--- config.mk ---
export PLATFORM = sky130hd
export DESIGN_NAME = hsc_compressor
export DESIGN_NICKNAME = d
export VERILOG_FILES = /design/src/rtl/hsc_pkg.sv /design/src/rtl/hsc_line_evt.sv /design/src/rtl/hsc_dto.sv /design/src/rtl/hsc_lerp.sv /design/src/rtl/hsc_compressor.sv
export SDC_FILE = /design/constraint.sdc
export NUM_CORES = 1
export LEC_CHECK = 0
export BUFFER_PORTS_ARGS = -buffer_cell sky130_fd_sc_hd__clkbuf_2
export CAP_MARGIN = 15
export CORE_MARGIN = 10
export CORE_UTILIZATION = 65
export DETAILED_ROUTE_END_ITERATION = 10
export MAX_ROUTING_LAYER = met4
export PLACE_DENSITY = 0.9
export SETUP_SLACK_MARGIN = 0.4
export SLEW_MARGIN = 20
export SYNTH_ARGS = -nofsm -noshare
export SYNTH_HDL_FRONTEND = slang
export SYNTH_HIERARCHICAL = 1
export SYNTH_SLANG_ARGS = --single-unit
--- constraint.sdc ---
create_clock -name clk -period 8.9 [get_ports clk]
set_clock_uncertainty 0.2 [all_clocks]
set_input_delay 1.78 -clock clk [delete_from_list [all_inputs] [get_ports clk]]
set_output_delay 1.78 -clock clk [all_outputs]
set_load 0.01 [all_outputs]
--- src/rtl/hsc_pkg.sv ---
package hsc_pkg;

    localparam int DATA_W_DEF = 8;
    localparam int CODE_W_DEF = 8;

    typedef enum logic {
        SRC_WR_EN = 1'b0,
        SRC_HREF  = 1'b1
    } line_src_e;

endpackage

--- src/rtl/hsc_line_evt.sv ---
module hsc_line_evt
    import hsc_pkg::*;
(
    input  logic clk,
    input  logic rst_n,
    input  logic src_sel,
    input  logic wr_en_in,
    input  logic href_in,
    output logic line_evt
);

    typedef struct packed {
        logic wr_en;
        logic href;
    } evt_state_t;

    evt_state_t st_d, st_q;
    logic       wr_rise, href_rise;

    always_comb begin
        st_d.wr_en = wr_en_in;
        st_d.href  = href_in;
        wr_rise    = wr_en_in & ~st_q.wr_en;
        href_rise  = href_in & ~st_q.href;
        line_evt   = (line_src_e'(src_sel) == SRC_HREF) ? href_rise : wr_rise;
    end

    always_ff @(posedge clk or negedge rst_n) begin
        if (!rst_n) st_q <= '0;
        else        st_q <= st_d;
    end

    // An edge event needs the source to have been low the cycle before
    AST_EVT_IS_EDGE: assert property (@(posedge clk) disable iff (!rst_n)
        line_evt |-> ((src_sel ? href_in : wr_en_in) && !(src_sel ? st_q.href : st_q.wr_en)));

endmodule

--- src/rtl/hsc_dto.sv ---
module hsc_dto
    import hsc_pkg::*;
#(
    parameter int CODE_W = CODE_W_DEF
) (
    input  logic              clk,
    input  logic              rst_n,
    input  logic              in_valid,
    input  logic              line_evt,
    input  logic [CODE_W-1:0] code_in,
    output logic              emit,
    output logic [CODE_W-1:0] weight
);

    localparam logic [CODE_W:0] DEN = {1'b0, {CODE_W{1'b1}}};

    typedef struct packed {
        logic [CODE_W-1:0] rem;
        logic              gap;
        logic              primed;
        logic [CODE_W-1:0] code;
    } dto_state_t;

    dto_state_t      st_d, st_q;
    logic [CODE_W:0] sum;
    logic [CODE_W:0] wrap;

    always_comb begin
        st_d = st_q;
        emit = 1'b0;
        sum  = {1'b0, st_q.rem} + {1'b0, st_q.code};
        wrap = sum - DEN;
        if (line_evt) begin
            st_d.rem    = '0;
            st_d.gap    = 1'b0;
            st_d.primed = 1'b0;
            st_d.code   = code_in;
        end else if (in_valid) begin
            if (!st_q.primed) begin
                st_d.primed = 1'b1;
            end else if (!st_q.gap) begin
                emit = 1'b1;
                if (sum >= DEN) begin
                    st_d.rem = wrap[CODE_W-1:0];
                    st_d.gap = 1'b1;
                end else begin
                    st_d.rem = sum[CODE_W-1:0];
                    st_d.gap = 1'b0;
                end
            end else begin
                st_d.gap = 1'b0;
            end
        end
    end

    always_ff @(posedge clk or negedge rst_n) begin
        if (!rst_n) st_q <= '0;
        else        st_q <= st_d;
    end

    assign weight = st_q.rem;

    AST_EVT_CLEARS_PHASE: assert property (@(posedge clk) disable iff (!rst_n)
        line_evt |=> (weight == '0 && !st_q.primed && !st_q.gap));
    AST_CODE_ONLY_AT_EVT: assert property (@(posedge clk) disable iff (!rst_n)
        !line_evt |=> $stable(st_q.code));
    AST_REM_IN_RANGE: assert property (@(posedge clk) disable iff (!rst_n)
        {1'b0, weight} < DEN);
    AST_NO_EMIT_IDLE: assert property (@(posedge clk) disable iff (!rst_n)
        emit |-> in_valid);

endmodule

--- src/rtl/hsc_lerp.sv ---
module hsc_lerp
    import hsc_pkg::*;
#(
    parameter int DATA_W = DATA_W_DEF,
    parameter int WGT_W  = CODE_W_DEF
) (
    input  logic [DATA_W-1:0] a,
    input  logic [DATA_W-1:0] b,
    input  logic [WGT_W-1:0]  w,
    output logic [DATA_W-1:0] y
);

    localparam int             ACC_W = DATA_W + WGT_W + 1;
    localparam logic [WGT_W:0] ONE_W = {1'b1, {WGT_W{1'b0}}};
    localparam logic [WGT_W:0] HALF  = {2'b01, {(WGT_W-1){1'b0}}};

    logic [WGT_W:0]  w_a;
    logic [ACC_W-1:0] acc;

    always_comb begin
        w_a = ONE_W - {1'b0, w};
        acc = ACC_W'(w_a) * ACC_W'(a) + ACC_W'(w) * ACC_W'(b) + ACC_W'(HALF);
        y   = acc[WGT_W +: DATA_W];
    end

endmodule

--- src/rtl/hsc_compressor.sv ---
module hsc_compressor
    import hsc_pkg::*;
#(
    parameter int DATA_W = DATA_W_DEF,
    parameter int CODE_W = CODE_W_DEF
) (
    input  logic              clk,
    input  logic              rst_n,
    input  logic              in_valid,
    input  logic [DATA_W-1:0] in_sample,
    input  logic [CODE_W-1:0] comp_code,
    input  logic              dto_en,
    input  logic              rst_src_sel,
    input  logic              wr_en_in,
    input  logic              href_in,
    output logic [DATA_W-1:0] out_sample,
    output logic              out_we
);

    typedef struct packed {
        logic [DATA_W-1:0] sample;
        logic              we;
        logic [DATA_W-1:0] prev;
    } out_state_t;

    out_state_t        st_d, st_q;
    logic              line_evt;
    logic              emit;
    logic [CODE_W-1:0] weight;
    logic [DATA_W-1:0] lerp_y;

    hsc_line_evt u_evt (
        .clk      (clk),
        .rst_n    (rst_n),
        .src_sel  (rst_src_sel),
        .wr_en_in (wr_en_in),
        .href_in  (href_in),
        .line_evt (line_evt)
    );

    hsc_dto #(.CODE_W(CODE_W)) u_dto (
        .clk      (clk),
        .rst_n    (rst_n),
        .in_valid (in_valid),
        .line_evt (line_evt),
        .code_in  (comp_code),
        .emit     (emit),
        .weight   (weight)
    );

    hsc_lerp #(.DATA_W(DATA_W), .WGT_W(CODE_W)) u_lerp (
        .a (st_q.prev),
        .b (in_sample),
        .w (weight),
        .y (lerp_y)
    );

    always_comb begin
        st_d      = st_q;
        st_d.prev = in_valid ? in_sample : st_q.prev;
        st_d.we   = dto_en ? emit : in_valid;
        if (st_d.we) st_d.sample = dto_en ? lerp_y : in_sample;
    end

    always_ff @(posedge clk or negedge rst_n) begin
        if (!rst_n) st_q <= '0;
        else        st_q <= st_d;
    end

    assign out_sample = st_q.sample;
    assign out_we     = st_q.we;

    AST_BYPASS_PASS: assert property (@(posedge clk) disable iff (!rst_n)
        (!dto_en && in_valid) |=> (out_we && out_sample == $past(in_sample)));
    AST_NO_INPUT_NO_OUT: assert property (@(posedge clk) disable iff (!rst_n)
        !in_valid |=> !out_we);
    AST_HOLD_WHEN_IDLE: assert property (@(posedge clk) disable iff (!rst_n)
        !out_we |-> $stable(out_sample));

endmodule

* After elaboration in Yosys (flattened, before gate mapping)
Index checks and enable logic that the tools add are counted.
Cells by class: $add $sub $neg 5, equality and inequality tests 1, reduce and logical (&&, ||, !) cells 4, muxes and demuxes 13, $mul 2, order comparisons 1, bitwise logic cells 4
Operators with widths (number):
- $mux 10 | 2
- $mux 9 | 2
- $add 16x16->16 | 1
- $add 16x8->16 const B | 1
- $mul 8x8->16 | 1
- $mul 9x8->16 | 1
- $mux 8 | 2
- $add 8x8->9 | 1
- $ge 9x8->1 const B | 1
- $sub 9x8->9 const A | 1
- $sub 8x8->8 const B | 1
- $mux 1 | 7
- $reduce_bool 2->1 | 2
- $reduce_and 3->1 | 1
- $and 1x1->1 | 2
- $ne 2x2->1 const B | 1
- $not 1->1 | 2
- $reduce_and 2->1 | 1
Word-level totals: flip-flop bits (word level) 37, logic and storage cells 39, bits of input ports 23

* Logic depth before layout (Yosys ltp)
Gate-level depths: netlist (run 1).
depth after elaboration 7, mapped depth 27, depth with buffers taken out 25

* Cells and area by module
Netlist (run 1), hierarchy kept.
By module, submodules not included:
- hsc_lerp | area each 4648.2 µm², instances 1, cells an instance 528
- hsc_dto | area each 1340.0 µm², instances 1, cells an instance 134
- hsc_compressor | area each 874.6 µm², instances 1, cells an instance 62
- hsc_line_evt | area each 73.8 µm², instances 1, cells an instance 5

* Worst setup path before layout (run 1)
Ideal clock, no wire load.
path kind input to register, start point in in_sample[3], end point reg st_q, in the netlist out_sample[3], slack 2151 ps, stages on the path 19, path buffers 0, arrival time 6424 ps, path through and2_1 -> fa_1 -> inv_1 -> fa_1 -> inv_1 -> fa_1 -> fa_1 -> fa_1 -> inv_1 -> fa_1 -> inv_1 -> ha_1 -> a21oi_1 -> o21ai_0 -> a41oi_1 -> o21ai_0 -> xor2_1 -> mux2i_1 -> mux2i_1
Between the ends: longest elaborated chain between the ends 4
RTL lines:
- from (decl) | RTL line hsc_compressor.sv:10 | input logic [DATA_W-1:0] in_sample,
- $mul 8x8->16 | RTL line hsc_lerp.sv:22 | acc = ACC_W'(w_a) * ACC_W'(a) + ACC_W'(w) * ACC_W'(b) + ACC_W'(HALF);
- $add 16x16->16 | RTL line hsc_lerp.sv:22
- $add 16x8->16 | RTL line hsc_lerp.sv:22
- via lerp_y[3] | RTL line hsc_compressor.sv:30 | logic [DATA_W-1:0] lerp_y;
- $mux 8 | RTL line hsc_compressor.sv:62 | if (st_d.we) st_d.sample = dto_en ? lerp_y : in_sample;
- to (signal assigned) | RTL line hsc_compressor.sv:67 | else st_q <= st_d;
- to (decl) | RTL line hsc_compressor.sv:26 | out_state_t st_d, st_q;
The timed path passes the listed nets, and every way through them passes these cells. A chain may end at the register's enable or synchronous reset.

* Worst setup path in the final report (run 1)
start point reg u_dto.st_q, in the netlist u_dto/weight[0], end point reg st_q, in the netlist out_sample[3]
Between the ends: longest elaborated chain between the ends 5
RTL lines:
- from (decl) | RTL line hsc_dto.sv:24 | dto_state_t st_d, st_q;
- from (signal assigned) | RTL line hsc_dto.sv:58 | else st_q <= st_d;
- $sub 9x8->9 | RTL line hsc_lerp.sv:21 | w_a = ONE_W - {1'b0, w};
- $mul 9x8->16 | RTL line hsc_lerp.sv:22
- $add 16x16->16 (*) | RTL line hsc_lerp.sv:22
- $add 16x8->16 (*) | RTL line hsc_lerp.sv:22
- via lerp_y[3] | RTL line hsc_compressor.sv:30
- $mux 8 (*) | RTL line hsc_compressor.sv:62
Mark *: on every way through the listed nets, which the timed path passes. The rest lies on a longest branch.

==> run metrics, run 1 <==
initial antenna violation count 1; syn_nets 928; Slew Limit Fails 0; CTS tree yes; area of the mapped netlist 6940 um^2; Max Clk Rate 133 MHz; via count 5086; Worst Hold Class reg2reg; # hold bufs at CTS 0; Ys Warns 6; grt total ovfl 0; Final Critical Period 7.50 ns; Clock Path Buffers 2; Synth Flop Type dfrtp_1; max-cap check violation count 0; CTS resizes 0; routability-driven placement congestion ratio 0.969; # setup viols final 0; Routed Antenna Nets 0; Initial DRT Pass Iterations 5; GRT Total Usage 23.1%; overall die height 123 um; placed cell count 868; Layout area overhead 3.30%; wire length per cell 18.1 um; Syn Inst Count 729; register area share after synthesis 13.3%; vias per std cell 5.80; Tightest Pin Transition 1.02 ns; Netlist cell types 66; Post-synth ARST share 100%; number of global-route vias before repair 5737; Initial Util 66.9%; number of flops mapped to enable cells by yosys 0; Worst-Skew Late Latency 0.29 ns; layout cells sized above 1 10.5%; H-tree Lvls 2; Final HPWL DP 12900 um; starting DRC count in detailed routing 274; outcome finished, final reports clean; Setup TNS Final 0 ns; Slew Limit Headroom 31.2%; Final #Nets 938; post-CTS setup buffers 0; Detailed Route WL 15900 um; final hold vios 0; startpoint types register; CTS Sinks 37; root buffer cell clkbuf_8; drc violations 0; # port buffers 31; # IOs 32; CP required 8.86 ns; unrepaired setup endpoints after global routing no; crit share post-route 84.2%; largest net degree at the start of global routing 38; Synth Register Bits 37; die span in x 123 um; Critical Path Sink Type register; Worst Path Max Fanout 19; worst path arrival time 7.45 ns; Setup CP Type reg2reg; clk slew on worst S/H paths 0.08 ns; Row Count 37; first-pass GRT wire length 27300 um; Syn Area/Cell 9.52 um^2; overall die area 15200 um^2; Fillers 826; Core Area 10400 um^2; Non-Filler Instances 877; TritonCTS Buffers 5
==> sequential cells by signal, summed over array words and instances, names as in the netlist <==
register      cells
out_we            1
out_sample        8
u_dto/weight      8
u_evt/st_q        2
st_q              8
u_dto/st_q       10
==> critical path: stages (launching register included) <==
cell	delay, ns
dfrtp_1	0.33
buf_4	0.24
inv_1	0.08
ha_1	0.22
or3b_4	0.28
nor3_1	0.06
xnor2_1	0.71
nand2_1	0.18
fa_1	0.52
fa_1	0.53
fa_1	0.54
inv_1	0.06
fa_1	0.50
fa_1	0.49
inv_1	0.05
fa_1	0.53
inv_1	0.05
ha_1	0.35
a21oi_1	0.16
o21ai_0	0.10
a41oi_1	0.55
o21ai_0	0.23
xor2_1	0.18
mux2i_1	0.13
mux2i_1	0.11
==> worst paths after layout <==
check	endpoint	slack, ns	cells after the start	start
hold reg to reg	u_dto/st_q[8]	0.31	2	u_dto/st_q[8]
setup reg to reg	out_sample[3]	1.40	24	u_dto/weight[0]
hold / removal	u_dto/st_q[8]	0.31	2	u_dto/st_q[8]
min in group asynchronous	u_dto/st_q[2]	1.42	1	rst_n
setup / recovery	out_sample[3]	1.40	24	u_dto/weight[0]
max in group asynchronous	u_dto/st_q[3]	6.50	1	rst_n
==> cell families after synthesis <==
group	count (synthesis)	synth area share, %
xor gates and xnor gates	22	2.89
and+or+nand+nor	202	16.0
adders and majority gates	176	42.7
buffers and inverters	186	11.4
DFF	37	13.3
muxes	43	6.57
AOI/OAI and AO/OA	63	7.13
==> final cells by class <==
| class | count | area, um^2 | area share, % |
|---|---|---|---|
| clock buffers | 5 | 68.8 | 0.960 |
| clock inverters | 3 | 17.5 | 0.244 |
| repair buffers | 34 | 178 | 2.48 |
| inverters | 155 | 582 | 8.12 |
| multi-input cells | 506 | 5220 | 72.9 |
| well taps | 136 | 170 | 2.37 |
| flip-flops and latches | 37 | 926 | 12.9 |
| diodes | 1 | 2.50 | 0.0349 |
==> per-stage QoR <==
stage,worst slack (ns),utilization [%],cell area [um^2],hold WS (ns)
3_3_place_gp,1.63,68.2,7080,0.277
5_1_grt,0.985,69.1,7170,0.345
4_1_cts,1.48,69.1,7160,0.309
3_5_place_dp,1.49,68.2,7080,0.290
2_1_floorplan,2.15,-,6940,0.260
6_report,1.40,69.1,7170,0.309
==> synthesized netlist by cell type (10+ instances only) <==
library cell / count / area [um^2]
fa_1: 101 / 2020
nand2_1: 61 / 229
dfrtp_1: 37 / 926
buf_4: 17 / 128
ha_1: 75 / 938
xnor2_1: 15 / 131
mux2_2: 16 / 180
o21ai_0: 10 / 50.1
and2_1: 83 / 519
nor2_1: 12 / 45.0
inv_1: 154 / 578
mux2i_1: 26 / 260
==> per-layer routing <==
layer / GRT usage (%) / vias up / part of all wire [%]
met2: 40.8 / 150 / 52
met3: 3.78 / 28 / 5.0
met1: 27.0 / 2594 / 41
li1: - / 2314 / -
met4: 5.17 / 0 / 2.0
met5: - / - / 0
==> cell usage in the layout, fill, tap and decap left out, types with 3 or more instances in the layout <==
master    count
o21ai_0      10
a211oi_1      3
nand3_1       9
inv_1       154
mux2_2       16
ha_1         75
nand2b_1      3
a21oi_1       8
clkbuf_8      5
clkbuf_2     31
fa_1        101
dfrtp_1      37
mux2i_1      26
o21a_1        4
nor2_1       12
a21o_1        5
and2_1       83
a211oi_2      3
nor4_1        3
xnor2_1      15
buf_4         3
nor3_1        4
nand4_1       5
xor2_1        6
nand2_1      61
o22ai_1       3
and3_1        3
or3_1         3
and2_2        4
Power of run 1 is left out: the tool's default activity adds up to more than one toggle a clock period on the data nets, which glitch-free logic cannot reach.
==> run 2, diff against run 1 <==
==> constraint.sdc (replaced) <==
create_clock -name clk -period 7 [get_ports clk]
set_clock_uncertainty 0.2 [all_clocks]
set_input_delay 1.4 -clock clk [delete_from_list [all_inputs] [get_ports clk]]
set_output_delay 1.4 -clock clk [all_outputs]
set_load 0.01 [all_outputs]
==> run metrics, run 2 (synthesis gave the netlist of run 1 again) <==
worst-path cell chain buf_4 > xnor2_2 > nand2_1 > fa_1 > fa_1 > inv_1 > fa_1 > fa_1 > fa_1 > inv_1 > fa_1 > inv_1 > ha_4 > o21ai_1 > nand2b_1 > a41o_1 > a31oi_1 > xnor2_1 > mux2i_1 > mux2i_1; vias per std cell 5.93 (+2.2%); Worst Path Max Fanout 8 (-11); clk slew on worst S/H paths 0.07 ns (about the same); Critical Path Sink Type register; Fin Hold WS 0.321 ns (+0.0126 ns); Slew Limit Fails 0 (unchanged); die span in x 123 um (unchanged); crit share post-route 95.0% (+11 points); Row Count 37 (unchanged); wire length per cell 19.5 um (+8.2%); most frequent cells in the layout inv_1, fa_1, and2_1; Slew Limit Headroom 34.0% (+2.8 points); Max Clk Rate 150 MHz (+13%); number of global-route vias before repair 5674 (-1.1%); routability-driven placement congestion ratio 0.953 (-1.6%); largest net degree at the start of global routing 38 (unchanged); DP Area 7170 um^2 (+1.3%); Initial DRT Pass Iterations 5 (unchanged); Clock Path Buffers 2 (unchanged); root buffer cell clkbuf_8; CTS tree yes; Largest register FFs 10 (unchanged); Biggest register u_dto/st_q; Slowest cell on crit path fa_1; Worst Hold Class reg2reg; final hold vios 0 (unchanged); first-pass GRT wire length 28100 um (+3.1%); critical path launch point u_dto/weight[2]; GRT Total Usage 24.1% (+0.99 points); # IOs 32 (unchanged); Fillers 744 (-9.9%); Final HPWL DP 13400 um (+4.0%); # port buffers 31 (unchanged); initial antenna violation count 0 (-1); commonest non-fill, non-tap cell in the layout inv_1; outcome finished, final reports clean; worst slack, placed 0.0256 ns (-1.47 ns); via count 5334 (+4.9%); Worst Min Path Start u_dto/st_q[7]; drc violations 0 (unchanged); unrepaired setup endpoints after global routing yes; Routed Antenna Nets 0 (unchanged); # setup viols final 0 (unchanged); CTS Sinks 37 (unchanged); overall die area 15200 um^2 (unchanged); worst setup margin 0.348 ns (-1.06 ns); TritonCTS Buffers 5 (unchanged); layout cells sized above 1 17.1% (+6.6 points); Final Critical Period 6.65 ns (-0.844 ns); grt total ovfl 0 (unchanged); Tightest Pin Transition 0.990 ns (-0.0349 ns); Initial Util 66.9% (unchanged); Detailed Route WL 17600 um (+11%); Worst-Skew Late Latency 0.29 ns (about the same); Antenna Cells 0 (-1); starting DRC count in detailed routing 404 (+47%); Critical Path Max Stage Delay 0.56 ns (-0.15 ns); cell repeated most along the worst path fa_1; H-tree Lvls 2 (unchanged); design area 7630 um^2 (+6.5%); Setup TNS Final 0 ns (unchanged); worst path arrival time 6.61 ns (-0.84 ns); overall die height 123 um (unchanged); Setup CP Type reg2reg; CP required 6.96 ns (-1.90 ns); # hold bufs at CTS 0 (unchanged); max-cap check violation count 0 (unchanged); worst flop-to-flop path startpoint u_dto/weight[2]; Final #Nets 962 (+2.6%); Core Area 10400 um^2 (unchanged); Layout area overhead 10.1%; startpoint types register
## run 2: cell count changes in the layout (fill, tap and decap cells not counted), sizes merged
cell / delta
bufinv: +1
diode: -1
clkinv: -2
buf: +26
clkinvlp: -1
## run 2: metrics by stage
stage                     cells  utilization, %
final                       900            73.6
after global routing        900            73.6
after CTS                   893            71.3
after detailed placement    879            69.2
after global placement      879            69.2
after floorplan             729               -
## run 2: repair_timing
item | in CTS | in global routing
endpoints found under the hold margin | 0 | 0
setup buffers | 6 | 7
endpoints found under the setup margin | 7 | 7
gates resized for setup | 9 | 38
pin swaps | 6 | 29
## run 2: final cells by class
cell class,count,area (um^2),area share (%)
Clock buffer,7,86.3,1.13
Inverter,155,582,7.62
Tap cell,136,170,2.23
Sequential cell,37,926,12.1
Timing Repair Buffer,58,365,4.79
Clock inverter,1,30.0,0.393
Multi-Input combinational cell,506,5480,71.7
## run 2: worst paths after layout
path	end	slack [ns]	depth (start not counted)
max	out_sample[6]	0.35	20
min	u_dto/st_q[7]	0.32	1
max reg2reg	out_sample[6]	0.35	20
min reg2reg	u_dto/st_q[7]	0.32	1
max in group asynchronous	st_q[0]	4.98	1
min in group asynchronous	u_dto/st_q[2]	1.04	1
## run 2: per-layer routing
layer	track usage, %	up-vias	wire (um)
met2	41.0	220	8990
met4	7.21	0	673
met5	-	-	0
li1	-	2358	-
met1	29.3	2696	6980
met3	3.10	60	945
## run 2: worst max-delay path: cells and delay by family (launching register included)
family          cells  cell delay, ns
fa+ha+maj           7            3.43
flops               1            0.53
simple gates        2            0.28
compound gates      3            0.77
buf+inv             4            0.45
xor+xnor            2            0.59
mux                 2            0.24
Power of run 2 is left out for the same reason.
